## config.mk

```make
export PLATFORM = sky130hd
export DESIGN_NAME = pport_regdec
export DESIGN_NICKNAME = d
export VERILOG_FILES = /design/src/rtl/pport_regdec.sv
export SDC_FILE = /design/constraint.sdc
export NUM_CORES = 1
export LEC_CHECK = 0
export BUFFER_PORTS_ARGS = -buffer_cell sky130_fd_sc_hd__buf_4
export CORE_ASPECT_RATIO = 1.75
export CORE_MARGIN = 2
export CORE_UTILIZATION = 39
export DETAILED_ROUTE_END_ITERATION = 10
export PLACE_DENSITY = 0.84
export REMOVE_ABC_BUFFERS = 1
export SLEW_MARGIN = 30
export SYNTH_ARGS = -nofsm -noshare
export SYNTH_HDL_FRONTEND = slang
export SYNTH_SLANG_ARGS = --single-unit
```

## constraint.sdc

```tcl
create_clock -name clk -period 5.5 [get_ports clk]
set_clock_uncertainty 0.2 [all_clocks]
set_input_delay 0.825 -clock clk [delete_from_list [all_inputs] [get_ports clk]]
set_output_delay 0.825 -clock clk [all_outputs]
set_load 0.1 [all_outputs]
```

## src/rtl/pport_regdec.sv

```systemverilog
module pport_regdec #(
  parameter int DW = 8,
  parameter int AW = 11
) (
  input  logic          clk,
  input  logic          rst_n,
  input  logic          aen,
  input  logic [AW-1:0] ofs,
  input  logic          io_wr,
  input  logic          io_rd,
  input  logic [DW-1:0] wdata,
  output logic [DW-1:0] rdata,
  input  logic [2:0]    mode,
  input  logic [DW-1:0] ext_rdata,
  output logic [9:0]    wr_stb,
  output logic [9:0]    rd_stb,
  output logic [DW-1:0] pd_out,
  input  logic [DW-1:0] pd_in,
  output logic          pd_oe,
  input  logic          ctl_init_n,
  input  logic          ctl_selin_n,
  input  logic          host_ack,
  input  logic          dcr_dir,
  output logic          n_init,
  output logic          n_select_in
);
  localparam int S_DATA = 0, S_AFIFO = 1, S_STAT = 2, S_CTRL = 3, S_PFIFO = 4;
  localparam int S_DFIFO = 5, S_TFIFO = 6, S_CFGA = 7, S_CFGB = 8, S_ECR = 9;
  localparam logic [AW-1:0] OFS_HI   = AW'(1) << (AW - 1);
  localparam logic [AW-1:0] OFS_DATA = '0;
  localparam logic [AW-1:0] OFS_STAT = AW'(1);
  localparam logic [AW-1:0] OFS_CTRL = AW'(2);
  localparam logic [AW-1:0] OFS_FIFO = OFS_HI;
  localparam logic [AW-1:0] OFS_CFGB = OFS_HI + AW'(1);
  localparam logic [AW-1:0] OFS_ECR  = OFS_HI + AW'(2);
  localparam logic [9:0]    RO_MASK  = 10'(1) << S_CFGA;

  logic [9:0]    sel;
  logic          wr_q, rd_q;
  logic [DW-1:0] data_q;
  logic          ecp, rev;

  always_comb begin
    sel = '0;
    case (ofs)
      OFS_DATA: begin
        if (mode == 3'b000 || mode == 3'b001) sel[S_DATA] = 1'b1;
        else if (mode == 3'b011)              sel[S_AFIFO] = 1'b1;
      end
      OFS_STAT: sel[S_STAT] = 1'b1;
      OFS_CTRL: sel[S_CTRL] = 1'b1;
      OFS_FIFO: begin
        case (mode)
          3'b010:  sel[S_PFIFO] = 1'b1;
          3'b011:  sel[S_DFIFO] = 1'b1;
          3'b110:  sel[S_TFIFO] = 1'b1;
          3'b111:  sel[S_CFGA]  = 1'b1;
          default: sel = '0;
        endcase
      end
      OFS_CFGB: if (mode == 3'b111) sel[S_CFGB] = 1'b1;
      OFS_ECR:  sel[S_ECR] = 1'b1;
      default:  sel = '0;
    endcase
  end

  always_ff @(posedge clk or negedge rst_n) begin
    if (!rst_n) begin
      wr_q   <= 1'b0;
      rd_q   <= 1'b0;
      data_q <= '0;
    end else begin
      wr_q <= io_wr;
      rd_q <= io_rd;
      if (wr_stb[S_DATA]) data_q <= wdata;
    end
  end

  assign wr_stb = (io_wr && !wr_q && !aen) ? (sel & ~RO_MASK) : '0;
  assign rd_stb = (io_rd && !rd_q && !aen) ? sel : '0;
  assign rdata  = (aen || sel == '0) ? '1 : (sel[S_DATA] ? pd_in : ext_rdata);
  assign pd_out = data_q;

  assign ecp         = (mode == 3'b011);
  assign n_init      = ctl_init_n;
  assign n_select_in = ecp ? 1'b1 : ctl_selin_n;
  assign rev         = ecp && !ctl_init_n && !host_ack;
  assign pd_oe       = !(rev || (mode == 3'b001 && dcr_dir));


  aen_quiet_chk: assert property (@(posedge clk) disable iff (!rst_n)
    aen |-> (wr_stb == '0 && rd_stb == '0));

  stb_onehot_chk: assert property (@(posedge clk) disable iff (!rst_n)
    $onehot0(wr_stb) && $onehot0(rd_stb));

  wr_single_chk: assert property (@(posedge clk) disable iff (!rst_n)
    (wr_stb != '0) |=> (wr_stb == '0));

  data_follow_chk: assert property (@(posedge clk) disable iff (!rst_n)
    wr_stb[S_DATA] |=> (pd_out == $past(wdata)));

  data_rd_chk: assert property (@(posedge clk) disable iff (!rst_n)
    rd_stb[S_DATA] |-> (rdata == pd_in));

  no_contend_chk: assert property (@(posedge clk) disable iff (!rst_n)
    (ecp && !n_init && !host_ack) |-> !pd_oe);

  ecp_selin_chk: assert property (@(posedge clk) disable iff (!rst_n)
    ecp |-> n_select_in);
endmodule

```

==> run_results.csv <==
group,metric,value,unit
power_and_ir_drop,leakage,0.000827,uW
timing,setup_viol,0,
yosys,netlist_instances,97,
power_and_ir_drop,power_density,131,nW/um2
worst_setup_path,startpoint,"ofs[3]",
floorplan,fp.dieH,68.2,um
power_and_ir_drop,sw_frac_of_total,0.274,
yosys,yosysTopAreaCellShare,0.272,
power_and_ir_drop,clockPowerShare,0.352,
global_route,grt-ovfl-total,0,
yosys,synth_warnings,0,
power_and_ir_drop,ir_drop,0.0000764,V
yosys,yosys.area.top_type,"dfrtp_1",
yosys,synth_commonest_cells,"nor2_1 (17), dfrtp_1 (10), nand2_1 (10)",
power_and_ir_drop,internal-power,151,uW
power_and_ir_drop,pwr-share-comb,0.289,
worst_setup_path,required,4.47,ns
yosys,ys_ff_latch,10,
flow_run,drv_cap,0,
layout,nNetsFinal,228,
global_route,grt_pass1_vias,1070,
floorplan,start_util,0.404,
floorplan,dieArea,2770,um2
worst_setup_path,crit_type,"input pin to output port",
floorplan,io-pin-count,86,
worst_setup_path,critPathCaptureType,"output port",
timing,fin_tns_setup,0,ns
clocking,cts_tree,"built",
layout,area_delta_synth_final,72.8,%
yosys,yosysMostFrequentCell,"nor2_1",
routing,route.detailed.drc,0,
placement,dpl_cell_area,1550,um2
routing,via_count,1064,
routing,ant_nets,0,
layout,antenna_cells,0,
global_route,grt_max_degree,12,
global_route,grt_first_pass_wirelength,4130,um
clocking,clock_latency,0.23,ns
placement,placed_cells,201,
timing,rsz0062_at_grt,"false",
routing,dr.pass1.iters,4,
placement,portBuffers,84,
worst_setup_path,critPathArrivalTime,2.59,ns
power_and_ir_drop,power.switching,57.1,uW
yosys,seq_area_frac_synth,0.272,
timing,fin_crit_sh,0.657,
routing,totalWireLength,2780,um
yosys,synth_cell_types,32,
global_route,antenna_found_initial,0,
yosys,async_flop_share,1.00,
placement,gp_congestion,0.705,
timing,slew-limit-headroom,0.633,
yosys,synth-edff-count,0,
clocking,cts_resized,0,
clocking,cts_root_buf,"clkbuf_8",
clocking,clk_pin_slew_worst_paths,0.04,ns
clocking,cts_buffer_depth,2,
layout,regArea,250,um2
clocking,cts_sinks,10,
worst_setup_path,rr_worst_depth,4,
clocking,ctsHoldBuffers,0,
worst_setup_path,worstReg2RegStart,"wr_q",
clocking,cts_buffers,3,
worst_setup_path,critical_path_peak_fanout,9,
power_and_ir_drop,seqPwrFrac,0.360,
yosys,synthFlopType,"dfrtp_1",
floorplan,rows,23,
layout,stdcell_count,204,
routing,drt_iter0_drc,14,
yosys,synth_area,918,um2
layout,drive_gt1_frac,0.598,
clocking,post-cts-setup-buffers,0,
outcome,status,"complete, no violations",
timing,tightest_slew,0.549,ns
timing,hold_viol_final,0,
layout,multi_input_area,633,um2
timing,period_needed,3.61,ns
global_route,grt_usage,0.214,
yosys,synth.avg_cell_area,9.47,um2
layout,final_area,1590,um2
clocking,htreeDepth,1,
worst_setup_path,start_kind,"input pin",
placement,hpwl,2360,um
layout,nFillCells,179,
timing,slew_viol_final,0,
floorplan,core_area,2270,um2
routing,wire_per_inst,13.6,um
routing,vias_per_cell,5.22,
worst_hold_path,hold_path.class,"input pin to async pin",
yosys,yosys-top-cells-area,"dfrtp_1 (27%), mux2_4 (13%), mux2i_1 (8.7%)",
timing,timing.fmax,277,MHz
floorplan,die_x,40.7,um
-- metal layers --
| metal | share of wire | wire length, um | track usage | vias to the layer above |
|---|---|---|---|---|
| met4 | 0.017 | 46 | 0.108 | 0 |
| li1 | - | - | - | 508 |
| met2 | 0.50 | 1400 | 0.397 | 89 |
| met1 | 0.35 | 978 | 0.204 | 462 |
| met3 | 0.13 | 361 | 0.0422 | 5 |
| met5 | 0 | 0 | 0 | - |
-- layout by cell type (no fill, tap or decap), types with 2 or more instances in the layout --
cell,synthesis,layout
mux2i_1,8,8
nand3_1,2,2
dfrtp_1,10,10
nor2b_1,2,2
nor2_1,17,17
nand4_1,4,4
nor3_1,2,2
nor3b_1,3,3
nand2_1,10,10
clkbuf_8,0,3
a21oi_1,2,2
nand3b_1,2,2
mux2_4,8,8
buf_4,2,84
or3b_2,2,2
or3_1,2,2
nor3_2,2,2
nand2b_1,4,4
-- layout make-up --
cell class,count,share of cell area
Clock buffer,3,0.0260
Timing Repair Buffer,84,0.397
Sequential cell,10,0.158
Tap cell,25,0.0197
Multi-Input combinational cell,82,0.399
-- power by group through the flow --
stage	sequential (uW)	clock (uW)	combinational, uW
after floorplan	76.2	0	21.4
after global placement	75.9	0	58.6
after detailed placement	76.0	0	59.9
after CTS	74.9	75.5	60.2
after global routing	75.0	78.3	64.9
final	75.0	73.3	60.2
-- worst paths after layout --
check                                 end  slack (ns)
worst min-delay path            pd_out[0]        0.21
max in group asynchronous       pd_out[6]        4.75
worst min register to register  pd_out[3]        0.31
worst max register to register  pd_out[4]        3.60
min in group clk                pd_out[3]        0.31
worst max-delay path             rdata[7]        1.89
-- state kept, by name (all words and copies together) (netlist names) --
signal / flops
pd_out: 8
rd_q: 1
wr_q: 1
-- stage by stage --
| stage | total power (uW) | hold slack, ns | utilization | worst slack, ns |
|---|---|---|---|---|
| finish | 209 | 0.208 | 0.698 | 1.89 |
| detailed placement | 136 | 0.294 | 0.680 | 1.88 |
| global route | 218 | 0.210 | 0.698 | 1.70 |
| global placement | 135 | 0.292 | 0.680 | 1.94 |
| CTS | 211 | 0.207 | 0.698 | 1.88 |
| floorplan | 97.6 | 0.329 | - | 1.27 |
-- worst max-delay path, cell delays in order --
cell	delay, ns
buf_4	0.12
nor4_4	0.45
nand4_1	0.54
mux2i_1	0.32
nand2_1	0.08
buf_4	0.25
-- cell families (layout without fill, tap and decap cells) --
family / Yosys count / count (layout) / share of synthesized area
compound gates: 3 / 3 / 0.0163
buf+inv: 5 / 87 / 0.0381
flops: 10 / 10 / 0.272
mux: 17 / 17 / 0.230
other cells: 1 / 1 / 0.00408
simple gates: 61 / 61 / 0.439
(Power assumes the default switching activity.)
